**src/rtl/spi_mc_pkg.sv**
```systemverilog
// Shared constants and helpers for the serial master: register offsets,
// mode/event bit positions and the character length decode.
package spi_mc_pkg;
    localparam int ADDR_W = 6;
    localparam logic [ADDR_W-1:0] A_MODE = 6'h20;
    localparam logic [ADDR_W-1:0] A_EVT  = 6'h24;
    localparam logic [ADDR_W-1:0] A_MASK = 6'h28;
    localparam logic [ADDR_W-1:0] A_CMD  = 6'h2C;
    localparam logic [ADDR_W-1:0] A_TX   = 6'h30;
    localparam logic [ADDR_W-1:0] A_RX   = 6'h34;

    localparam int B_LOOP  = 30;
    localparam int B_CPOL  = 29;
    localparam int B_CPHA  = 28;
    localparam int B_DIV16 = 27;
    localparam int B_MSB   = 26;
    localparam int B_MAST  = 25;
    localparam int B_EN    = 24;
    localparam int B_LEN   = 20;
    localparam int B_PM    = 16;
    localparam int B_ALIGN = 14;
    localparam int B_NE    = 9;
    localparam int B_NF    = 8;

    localparam logic [31:0] MODE_WMASK = 32'h7FFF_4000;
    localparam logic [31:0] EVT_WMASK  = 32'h0000_0300;

    // Number of bits per character for a length code (0 means 32).
    function automatic logic [5:0] word_bits(input logic [3:0] code);
        return (code == 4'd0) ? 6'd32 : ({2'b00, code} + 6'd1);
    endfunction

    // Codes 1 and 2 would give 2 or 3 bits, which are not supported.
    function automatic logic len_legal(input logic [3:0] code);
        return !(code == 4'd1 || code == 4'd2);
    endfunction

    // Mask with the low n bits set.
    function automatic logic [31:0] low_mask(input logic [5:0] n);
        return (n >= 6'd32) ? 32'hFFFF_FFFF : ((32'h1 << n) - 32'h1);
    endfunction
endpackage

```
**src/rtl/spi_mc_align.sv**
```systemverilog
// Data placement between the 32-bit data registers and the right-justified
// character handled by the shift engine. Purely combinational.
// Assumes nbits is a legal length (4..16 or 32) and rx_raw is already masked.
module spi_mc_align
    import spi_mc_pkg::*;
(
    input  logic        align,
    input  logic        msb,
    input  logic [5:0]  nbits,
    input  logic [31:0] tx_reg,
    input  logic [31:0] rx_raw,
    output logic [31:0] tx_raw,
    output logic [31:0] rx_reg
);
    logic [31:0] m;

    // Select transmit source bits and receive destination per alignment mode.
    always_comb begin
        m = low_mask(nbits);
        if (!align || nbits == 6'd32) begin
            tx_raw = tx_reg & m;
            rx_reg = rx_raw;
        end else if (msb) begin
            tx_raw = (nbits <= 6'd8) ? ((tx_reg >> 24) & m) : ((tx_reg >> 16) & m);
            rx_reg = rx_raw << 16;
        end else begin
            tx_raw = tx_reg & m;
            rx_reg = (nbits <= 6'd8) ? (rx_raw << 8) : rx_raw;
        end
    end
endmodule

```
**src/rtl/spi_mc_engine.sv**
```systemverilog
// Shift engine: generates the serial clock from the prescale settings,
// shifts a right-justified character out and one in, in either order and
// with either clock phase. Assumes mode inputs are stable while busy.
module spi_mc_engine #(
    parameter int DW   = 32,
    parameter int PM_W = 4
) (
    input  logic            clk,
    input  logic            rst_n,
    input  logic            start,
    input  logic            abort,
    input  logic [5:0]      nbits,
    input  logic            msb,
    input  logic            cpol,
    input  logic            cpha,
    input  logic            loop,
    input  logic [PM_W-1:0] pm,
    input  logic            div16,
    input  logic [DW-1:0]   tx_raw,
    input  logic            miso,
    output logic            sclk,
    output logic            mosi,
    output logic            busy,
    output logic            done,
    output logic [DW-1:0]   rx_raw
);
    localparam int CNT_W  = PM_W + 5;
    localparam int EDGE_W = $clog2(DW) + 2;

    logic [CNT_W-1:0]  div_cnt, half_len, half_last;
    logic [EDGE_W-1:0] edge_idx, last_edge;
    logic [DW-1:0]     tx_sr, rx_sr;
    logic              ph, sin, is_sample, is_shift;

    // Derive half period length, edge schedule and serial input.
    always_comb begin
        half_len  = div16 ? ((CNT_W'(pm) + CNT_W'(1)) << 4) : (CNT_W'(pm) + CNT_W'(1));
        half_last = half_len - CNT_W'(1);
        last_edge = {EDGE_W'(nbits), 1'b0}[EDGE_W-1:0] - EDGE_W'(1);
        mosi      = msb ? tx_sr[DW-1] : tx_sr[0];
        sin       = loop ? mosi : miso;
        is_sample = (edge_idx[0] == cpha);
        is_shift  = !is_sample && !(cpha && edge_idx == '0);
        sclk      = ph ^ cpol;
        rx_raw    = msb ? rx_sr : (rx_sr >> (6'd32 - nbits));
    end

    // Transfer sequencer: load, count half periods, sample and shift.
    always_ff @(posedge clk) begin
        if (!rst_n) begin
            div_cnt  <= '0;
            edge_idx <= '0;
            tx_sr    <= '0;
            rx_sr    <= '0;
            ph       <= 1'b0;
            busy     <= 1'b0;
            done     <= 1'b0;
        end else begin
            done <= 1'b0;
            if (abort) begin
                busy <= 1'b0;
                ph   <= 1'b0;
            end else if (start) begin
                busy     <= 1'b1;
                ph       <= 1'b0;
                div_cnt  <= '0;
                edge_idx <= '0;
                rx_sr    <= '0;
                tx_sr    <= msb ? (tx_raw << (6'd32 - nbits)) : tx_raw;
            end else if (busy) begin
                if (div_cnt == half_last) begin
                    div_cnt  <= '0;
                    ph       <= ~ph;
                    edge_idx <= edge_idx + EDGE_W'(1);
                    if (is_sample)
                        rx_sr <= msb ? {rx_sr[DW-2:0], sin} : {sin, rx_sr[DW-1:1]};
                    if (is_shift)
                        tx_sr <= msb ? (tx_sr << 1) : (tx_sr >> 1);
                    if (edge_idx == last_edge) begin
                        busy <= 1'b0;
                        done <= 1'b1;
                    end
                end else begin
                    div_cnt <= div_cnt + CNT_W'(1);
                end
            end
        end
    end
endmodule

```
**src/rtl/spi_mc_regs.sv**
```systemverilog
// Register file: mode, event, mask, command, transmit and receive words,
// transfer start qualification and interrupt. Assumes single-cycle
// register writes; reads are combinational.
module spi_mc_regs
    import spi_mc_pkg::*;
(
    input  logic              clk,
    input  logic              rst_n,
    input  logic              bus_sel,
    input  logic              bus_wr,
    input  logic [ADDR_W-1:0] bus_addr,
    input  logic [31:0]       bus_wdata,
    output logic [31:0]       bus_rdata,
    input  logic              busy,
    input  logic              done,
    input  logic [31:0]       rx_in,
    output logic [31:0]       mode_q,
    output logic [31:0]       event_q,
    output logic [31:0]       txd_q,
    output logic              start_q,
    output logic              irq
);
    logic [31:0] mask_q, cmd_q, rx_q, event_d;
    logic        wr, accept;

    // Decode writes and decide whether a transmit write starts a transfer.
    always_comb begin
        wr     = bus_sel && bus_wr;
        accept = wr && bus_addr == A_TX && mode_q[B_EN] && mode_q[B_MAST]
               && len_legal(mode_q[B_LEN +: 4]) && !busy && !start_q;
        event_d = event_q;
        if (wr && bus_addr == A_EVT)
            event_d = event_d & ~bus_wdata;
        if (start_q)
            event_d[B_NF] = 1'b0;
        if (done) begin
            event_d[B_NE] = 1'b1;
            event_d[B_NF] = 1'b1;
        end
        irq = |(event_q & mask_q);
    end

    // Register state updates.
    always_ff @(posedge clk) begin
        if (!rst_n) begin
            mode_q  <= '0;
            mask_q  <= '0;
            cmd_q   <= '0;
            event_q <= '0;
            txd_q   <= '0;
            rx_q    <= '0;
            start_q <= 1'b0;
        end else begin
            event_q <= event_d & EVT_WMASK;
            start_q <= accept;
            if (accept)
                txd_q <= bus_wdata;
            if (done)
                rx_q <= rx_in;
            if (wr && bus_addr == A_MODE) begin
                if (mode_q[B_EN])
                    mode_q[B_EN] <= bus_wdata[B_EN];
                else
                    mode_q <= bus_wdata & MODE_WMASK;
            end
            if (wr && bus_addr == A_MASK)
                mask_q <= bus_wdata & EVT_WMASK;
            if (wr && bus_addr == A_CMD)
                cmd_q <= bus_wdata;
        end
    end

    // Read multiplexer.
    always_comb begin
        case (bus_addr)
            A_MODE:  bus_rdata = mode_q;
            A_EVT:   bus_rdata = event_q;
            A_MASK:  bus_rdata = mask_q;
            A_CMD:   bus_rdata = cmd_q;
            A_TX:    bus_rdata = txd_q;
            A_RX:    bus_rdata = rx_q;
            default: bus_rdata = '0;
        endcase
    end
endmodule

```
**src/rtl/spi_mode_ctrl.sv**
```systemverilog
// Top of the serial master: joins the register file, the data alignment
// and the shift engine. Chip selects are generated outside this block.
module spi_mode_ctrl
    import spi_mc_pkg::*;
(
    input  logic        clk,
    input  logic        rst_n,
    input  logic        bus_sel,
    input  logic        bus_wr,
    input  logic [5:0]  bus_addr,
    input  logic [31:0] bus_wdata,
    output logic [31:0] bus_rdata,
    output logic        irq,
    output logic        sclk,
    output logic        mosi,
    input  logic        miso
);
    logic [31:0] mode_q, event_q, txd_q, tx_raw, rx_raw, rx_reg;
    logic        start_q, busy, done;
    logic [5:0]  nbits;

    assign nbits = word_bits(mode_q[B_LEN +: 4]);

    spi_mc_regs u_regs (
        .clk(clk), .rst_n(rst_n), .bus_sel(bus_sel), .bus_wr(bus_wr),
        .bus_addr(bus_addr), .bus_wdata(bus_wdata), .bus_rdata(bus_rdata),
        .busy(busy), .done(done), .rx_in(rx_reg), .mode_q(mode_q),
        .event_q(event_q), .txd_q(txd_q), .start_q(start_q), .irq(irq)
    );

    spi_mc_align u_align (
        .align(mode_q[B_ALIGN]), .msb(mode_q[B_MSB]), .nbits(nbits),
        .tx_reg(txd_q), .rx_raw(rx_raw), .tx_raw(tx_raw), .rx_reg(rx_reg)
    );

    spi_mc_engine #(.DW(32), .PM_W(4)) u_engine (
        .clk(clk), .rst_n(rst_n), .start(start_q), .abort(!mode_q[B_EN]),
        .nbits(nbits), .msb(mode_q[B_MSB]), .cpol(mode_q[B_CPOL]),
        .cpha(mode_q[B_CPHA]), .loop(mode_q[B_LOOP]), .pm(mode_q[B_PM +: 4]),
        .div16(mode_q[B_DIV16]), .tx_raw(tx_raw), .miso(miso), .sclk(sclk),
        .mosi(mosi), .busy(busy), .done(done), .rx_raw(rx_raw)
    );
endmodule

```
**config.mk**
```make
export PLATFORM = sky130hd
export DESIGN_NAME = spi_mode_ctrl
export DESIGN_NICKNAME = d
export VERILOG_FILES = /design/src/rtl/spi_mc_pkg.sv /design/src/rtl/spi_mc_align.sv /design/src/rtl/spi_mc_engine.sv /design/src/rtl/spi_mc_regs.sv /design/src/rtl/spi_mode_ctrl.sv
export SDC_FILE = /design/constraint.sdc
export NUM_CORES = 1
export LEC_CHECK = 0
export BUFFER_PORTS_ARGS = -buffer_cell sky130_fd_sc_hd__buf_4
export CORE_MARGIN = 2
export CORE_UTILIZATION = 58
export DETAILED_ROUTE_END_ITERATION = 6
export PLACE_DENSITY = 0.76
export SLEW_MARGIN = 10
export SYNTH_ARGS = -nofsm -noshare
export SYNTH_HDL_FRONTEND = slang
export SYNTH_SLANG_ARGS = --single-unit
```
**constraint.sdc**
```tcl
create_clock -name clk -period 6.71 [get_ports clk]
set_input_delay 0.3355 -clock clk [delete_from_list [all_inputs] [get_ports clk]]
set_output_delay 0.3355 -clock clk [all_outputs]
set_load 0.05 [all_outputs]
```
==> results of run 1 <==
## per-layer routing
metal / wire [um] / up-vias / global-route usage [%]
li1: - / 8126 / -
met2: 29800 / 1463 / 68.3
met3: 8180 / 341 / 10.1
met4: 5030 / 0 / 29.5
met1: 26300 / 8836 / 59.4
met5: 0 / - / 0
## registers in the layout (all words and copies together), names as in the netlist, 2 cells and up
signal             flops
u_engine.tx_sr        32
u_engine.rx_sr        32
u_regs.mode_q         16
u_regs.rx_q           32
u_regs.mask_q          2
u_regs.txd_q          32
u_engine.edge_idx      7
u_regs.event_q         2
u_regs.cmd_q          32
u_engine.div_cnt       9
## power groups by stage
stage / logic, mW / clock network (mW) / registers (mW)
3_3_place_gp: 0.120 / 0 / 1.21
4_1_cts: 0.121 / 1.17 / 1.19
3_5_place_dp: 0.121 / 0 / 1.21
6_report: 0.126 / 1.17 / 1.19
5_1_grt: 0.131 / 1.21 / 1.19
2_1_floorplan: 0.0711 / 0 / 1.21
## cells in the final DEF, fill, tap and decap left out, types with 14 or more instances in the layout
master     synthesis  final
nand2_1          386    385
dfxtp_1          200    199
mux2i_1          156    156
o21ai_0          145    145
nor2_1           144    143
buf_4             10    122
a21boi_0         100    100
a21oi_1           99     98
nand3_1           73     73
and2_1            61     61
o211ai_1          45     45
a31oi_1           40     40
a211oi_1          38     38
a22o_1            36     36
nor3_1            33     33
nor2b_1           30     30
and3_1            28     28
a22oi_1           28     28
inv_1             20     20
o21ai_1           22     19
clkbuf_16          0     17
xnor2_1           18     16
mux2_2            14     14
nand4_1           14     14
o22ai_1           14     14
ha_1              15     14
## Yosys cell counts, types with 9 or more instances
| cell type | n |
|---|---|
| a22oi_1 | 28 |
| mux2i_1 | 156 |
| mux2_2 | 14 |
| or3_1 | 9 |
| nor4_1 | 9 |
| buf_2 | 34 |
| a31oi_1 | 40 |
| nor3_1 | 33 |
| clkbuf_1 | 125 |
| xor2_1 | 11 |
| a21o_1 | 9 |
| a311oi_1 | 9 |
| nand3_1 | 73 |
| nand4_1 | 14 |
| o211ai_1 | 45 |
| inv_1 | 20 |
| dfxtp_1 | 200 |
| o31ai_1 | 10 |
| and2_1 | 61 |
| o21ai_0 | 145 |
| a221oi_1 | 9 |
| o21ai_1 | 22 |
| a22o_1 | 36 |
| buf_4 | 10 |
| nor2b_1 | 30 |
| buf_1 | 16 |
| o221ai_1 | 13 |
| nor2_1 | 144 |
| and3_1 | 28 |
| o22ai_1 | 14 |
| o21a_1 | 11 |
| ha_1 | 15 |
| a211o_1 | 9 |
| xnor2_1 | 18 |
| a211oi_1 | 38 |
| a21boi_0 | 100 |
| nand2b_1 | 10 |
| nand2_1 | 386 |
| a21oi_1 | 99 |
| o211a_1 | 9 |
## through the flow
step                      utilization (%)  setup slack, ns
after floorplan                         -             1.32
after global placement               61.3             1.41
after detailed placement             61.3             1.29
after CTS                            63.6             1.22
after global routing                 63.6            0.715
final                                63.6             1.07
## worst max-delay path: stages, from the launching register on
cell and delay [ns]:
dfxtp_1 0.51, inv_2 0.20, ha_1 0.31, nor3b_2 0.51, nor2_4 0.05, nor2_1 0.26, ha_1 0.58, inv_1 0.31
a2111oi_2 0.51, a211oi_2 0.15, o221ai_1 0.35, mux2i_1 0.32, nand3_1 0.14, a22oi_1 0.46, nor2_1 0.16, a2111oi_2 0.48
a211oi_1 0.09, a31oi_1 0.17
## kinds of logic after synthesis
group | after synthesis | share of synthesized area, %
xor gates and xnor gates | 31 | 1.81
muxes | 171 | 10.5
adders and majority gates | 15 | 1.14
AOI/OAI and AO/OA | 756 | 32.3
buffers and inverters | 214 | 5.55
DFF | 200 | 24.3
and+or+nand+nor | 850 | 24.3
## layout make-up
class                           instances  area, sq um
Multi-Input combinational cell       1823        11600
Fill cell                            2454        10100
Sequential cell                       200         4010
Timing Repair Buffer                  122          916
Tap cell                              378          473
Clock buffer                           17          425
Clock inverter                         15          226
Inverter                               25         93.8
## path summary, 6_finish.rpt
kind                                                startpoint                               to  cells past startpoint
worst max register to register  u_regs.mode_q[20]$_SDFFE_PN0P_  u_engine.tx_sr[30]$_SDFFE_PN0P_                     17
worst min register to register    u_regs.rx_q[13]$_SDFFE_PN0P_     u_regs.rx_q[13]$_SDFFE_PN0P_                      1
worst min-delay path                              bus_wdata[3]     u_regs.txd_q[3]$_SDFFE_PN0P_                      3
worst max-delay path            u_regs.mode_q[20]$_SDFFE_PN0P_  u_engine.tx_sr[30]$_SDFFE_PN0P_                     17
==> flow_metrics.py, run 1 <==
metrics = {
    "timing": {
        "fin_crit_sh_pct": 84.0,
        "final-hold-violation-count": 0,
        "tightestPinTransition_ns": 1.23,
        "period_minus_slack_ns": 5.64,
        "setup_violations": 0,
        "slew_headroom_pct": 17.5,
        "hold_ws_ns": 0.112,
        "drv_slew": 0,
        "fin_setup_tns_ns": 0,
        "max_freq_mhz": 177,
        "clock_skew_ns": 0.0164,
        "rsz0062_at_grt": "false",
    },
    "critical_path": {
        "critPathKind": "reg -> reg",
        "end_kind": "register",
        "path_max_fanout": 14,
        "startpoint_type": "register",
        "r2r_setup_slack_ns": 1.07,
        "required_ns": 7.12,
        "crit_arrival_ns": 6.05,
    },
    "floorplan": {
        "fp.dieArea_sq_um": 29700,
        "dieWidth_um": 172,
        "core-area_sq_um": 27900,
        "die_h_um": 172,
        "pin_count": 78,
        "initial_core_util_pct": 59.0,
        "rows": 61,
    },
    "routing": {
        "drtIter0Drc": 2999,
        "dr.pass1.iters": 7,
        "detail_route.wl_per_cell_um": 26.9,
        "viasPerCell": 7.27,
        "wirelength_mm": 69.3,
        "drt.antenna.violating_nets": 0,
        "drc": 2,
        "via_count": 18800,
    },
    "yosys": {
        "yosysWarningCount": 0,
        "syn_nets": 2295,
        "synth_top_cell_by_area": "dfxtp_1",
        "ys.flop_type": "dfxtp_1",
        "synth-edff-count": 0,
        "synth-seq-cells": 200,
        "synthCells": 2237,
        "synth.top_cell.area_share_pct": 24.3,
        "syn_area_per_cell_sq_um": 7.35,
        "yosys.cell_types.count": 109,
        "netlist_area_sq_um": 16400,
        "synthTopCellsByArea": "dfxtp_1 24%, mux2i_1 9.5%, nand2_1 8.8%",
        "synthArstFlopShare_pct": 0,
        "ys_seq_area_share_pct": 24.3,
    },
    "global_route": {
        "antenna_found_initial": 0,
        "grt_usage_pct": 45.7,
        "overflow": 0,
        "grt_max_degree": 120,
        "grt_pass1_vias": 16900,
        "grt_pass1_wl_mm": 102,
    },
    "final_layout": {
        "fin_area_sq_um": 17700,
        "final_layout_size_suffix_gt1_share_pct": 10.6,
        "syn2layout_area_growth_pct": 7.80,
        "finalNonFillerCells": 2580,
        "nNetsFinal": 2247,
        "insertedDiodeCount": 0,
    },
    "worst_hold_path": {
        "hold_path_class": "in -> reg",
    },
    "clock_network": {
        "clock-sinks": 200,
        "clk-insertion-delay-late_ns": 0.48,
        "cts_max_path_buffers": 2,
        "cts.htree.levels": 4,
        "numCtsBuffers": 17,
        "post_cts_buffers": 0,
        "cts_root_buf": "clkbuf_16",
        "cts_tree": "built",
        "cts-resized-gates": 0,
        "cts_hold_buf": 0,
        "path_clk_slew_ns": 0.09,
    },
    "place": {
        "placed_area_sq_um": 17100,
        "placement.io_buffers": 77,
        "dp_hpwl_mm": 49.9,
        "gp_congestion": 1.10,
        "placed_cells": 2548,
    },
    "pwr": {
        "p_seq_share_pct": 47.7,
        "netSwitchingPower_uw": 719,
        "ir_drop_mv": 0.287,
        "power.density_nw_per_um2": 140,
        "power_leakage_nw": 6.31,
        "combPwrFrac_pct": 5.1,
        "power_mw": 2.49,
        "p_clk_share_pct": 47.2,
        "p_int_mw": 1.77,
        "swShare_pct": 28.9,
    },
    "outcome": {
        "violations": "design-rule violations",
        "status": "finished, violations left",
    },
    "run": {
        "maxCapViolations": 0,
    },
}
Power figures use the tool's default switching activity.
==> run 2, diff against run 1 <==
==> constraint.sdc (replaced) <==
create_clock -name clk -period 5.52 [get_ports clk]
set_input_delay 0.276 -clock clk [delete_from_list [all_inputs] [get_ports clk]]
set_output_delay 0.276 -clock clk [all_outputs]
set_load 0.05 [all_outputs]
==> flow_metrics.py, run 2 (synthesized netlist as in run 1, its figures left out) <==
metrics = {
    "final_layout": {
        "syn2layout_area_growth_pct": 8.46,
        "post-route-util_pct": 64.0,
        "nNetsFinal": 2263,
        "final_cell_mix": "385 x nand2_1, 199 x dfxtp_1, 156 x mux2i_1",
        "final_common_cell": "nand2_1",
        "final_layout_size_suffix_gt1_share_pct": 11.3,
    },
    "floorplan": {
        "die_h_um": 172,
        "rows": 61,
        "dieWidth_um": 172,
        "core-area_sq_um": 27900,
        "initial_core_util_pct": 59.0,
        "pin_count": 78,
        "fp.dieArea_sq_um": 29700,
    },
    "routing": {
        "wirelength_mm": 67.5,
        "dr.pass1.iters": 7,
        "drt.antenna.violating_nets": 0,
        "via_count": 18600,
        "dr_wl_met2_mm": 29.1,
        "dr.max_layer_used": "met4",
        "drc": 3,
        "met1_length_mm": 25.9,
        "wl_met3_mm": 8.26,
        "viasPerCell": 7.17,
        "drtIter0Drc": 3221,
        "detail_route.wl_per_cell_um": 26.0,
    },
    "timing": {
        "final-hold-violation-count": 0,
        "rsz0062_at_grt": "false",
        "max_freq_mhz": 193,
        "drv_slew": 0,
        "setup_violations": 0,
        "period_minus_slack_ns": 5.18,
        "fin_crit_sh_pct": 93.8,
        "tightestPinTransition_ns": 1.25,
        "fin_setup_tns_ns": 0,
        "slew_headroom_pct": 16.5,
        "clock_skew_ns": 0.0235,
    },
    "global_route": {
        "grt_usage_pct": 44.7,
        "grt_pass1_vias": 16900,
        "grt_pass1_wl_mm": 101,
        "overflow": 0,
        "antenna_found_initial": 2,
        "grt_max_degree": 109,
    },
    "critical_path": {
        "end_kind": "register",
        "startpoint_type": "register",
        "path_max_fanout": 16,
        "crit_arrival_ns": 5.58,
        "critPathKind": "reg -> reg",
        "worstRegToRegCells": 17,
        "required_ns": 5.93,
    },
    "clock_network": {
        "clk-insertion-delay-late_ns": 0.48,
        "cts_max_path_buffers": 2,
        "cts.htree.levels": 4,
        "numCtsBuffers": 17,
        "post_cts_buffers": 0,
        "cts_root_buf": "clkbuf_16",
        "cts_hold_buf": 0,
        "clock-sinks": 200,
        "path_clk_slew_ns": 0.10,
        "cts_tree": "built",
    },
    "place": {
        "gp_congestion": 1.09,
        "placement.io_buffers": 77,
        "dp_hpwl_mm": 49.2,
    },
    "pwr": {
        "ir_drop_mv": 0.257,
        "power.density_nw_per_um2": 165,
        "power_leakage_nw": 6.37,
    },
    "outcome": {
        "status": "finished, violations left",
        "violations": "design-rule violations",
    },
    "worst_hold_path": {
        "holdPathStages": 3,
        "hold_path_class": "in -> reg",
    },
    "run": {
        "maxCapViolations": 0,
    },
}
## run 2: changes by cell type in the layout (fill, tap and decap cells not counted), moves of 2 or more
| cell | change |
|---|---|
| buf_4 | +15 |
| inv_12 | -4 |
| clkinv_4 | +3 |
| clkinv_8 | +3 |
| diode_2 | +2 |
| inv_16 | -2 |
## run 2: timing repair
action	4_1_cts	5_1_grt
hold endpoints to repair	0	0
resized for setup	0	1
setup endpoints to repair	0	1
## run 2: per-layer routing
layer | global-route usage, % | vias to the layer above
li1 | - | 8164
met1 | 57.7 | 8732
met2 | 67.5 | 1439
met3 | 11.9 | 291
met4 | 25.5 | 0
met5 | 0 | -
## run 2: per-stage QoR
step                cells  cell area, sq um  total power [mW]  setup slack [ns]  hold slack, ns
detailed placement   2564             17200              1.62             0.572           0.451
finish               2598             17800              2.94             0.340          0.0701
CTS                  2596             17800              2.93             0.548          0.0666
global route         2596             17800              3.01            0.0902          0.0647
floorplan            2237             16400              1.56             0.131           0.421
global placement     2564             17200              1.62             0.705           0.447
## run 2: layout make-up
| type | instances | area [sq um] |
|---|---|---|
| Tap cell | 378 | 473 |
| Antenna cell | 2 | 5.00 |
| Inverter | 25 | 93.8 |
| Multi-Input combinational cell | 1823 | 11600 |
| Clock inverter | 15 | 193 |
| Fill cell | 2507 | 10000 |
| Clock buffer | 17 | 425 |
| Timing Repair Buffer | 138 | 1050 |
| Sequential cell | 200 | 4010 |
## run 2: final timing paths
check                                  start  slack [ns]                               to
min                            bus_wdata[30]        0.07    u_regs.cmd_q[30]$_SDFFE_PN0P_
max reg2reg   u_regs.mode_q[21]$_SDFFE_PN0P_        0.34  u_engine.tx_sr[30]$_SDFFE_PN0P_
max           u_regs.mode_q[21]$_SDFFE_PN0P_        0.34  u_engine.tx_sr[30]$_SDFFE_PN0P_
min reg2reg  u_engine.tx_sr[10]$_SDFFE_PN0P_        0.46  u_engine.tx_sr[10]$_SDFFE_PN0P_
## run 2: report_power, final
group / switching [mW] / internal (mW) / leakage [nW]
Combinational: 0.0949 / 0.0571 / 4.46
Sequential: 0.00112 / 1.44 / 1.61
Clock: 0.725 / 0.624 / 0.299
Total: 0.821 / 2.12 / 6.37
## run 2: worst max-delay path, stage by stage (launching register included)
cell and delay [ns]:
dfxtp_1 0.65, ha_1 0.61, nor2b_1 0.34, a21oi_4 0.14, inv_2 0.13, ha_1 0.26
inv_1 0.18, a2111oi_2 0.47, a211oi_2 0.14, o221ai_1 0.39, mux2i_1 0.36, nand3_1 0.15
a22oi_1 0.28, buf_4 0.19, nor2_1 0.08, a2111oi_2 0.45, a211oi_1 0.09, a31oi_1 0.17
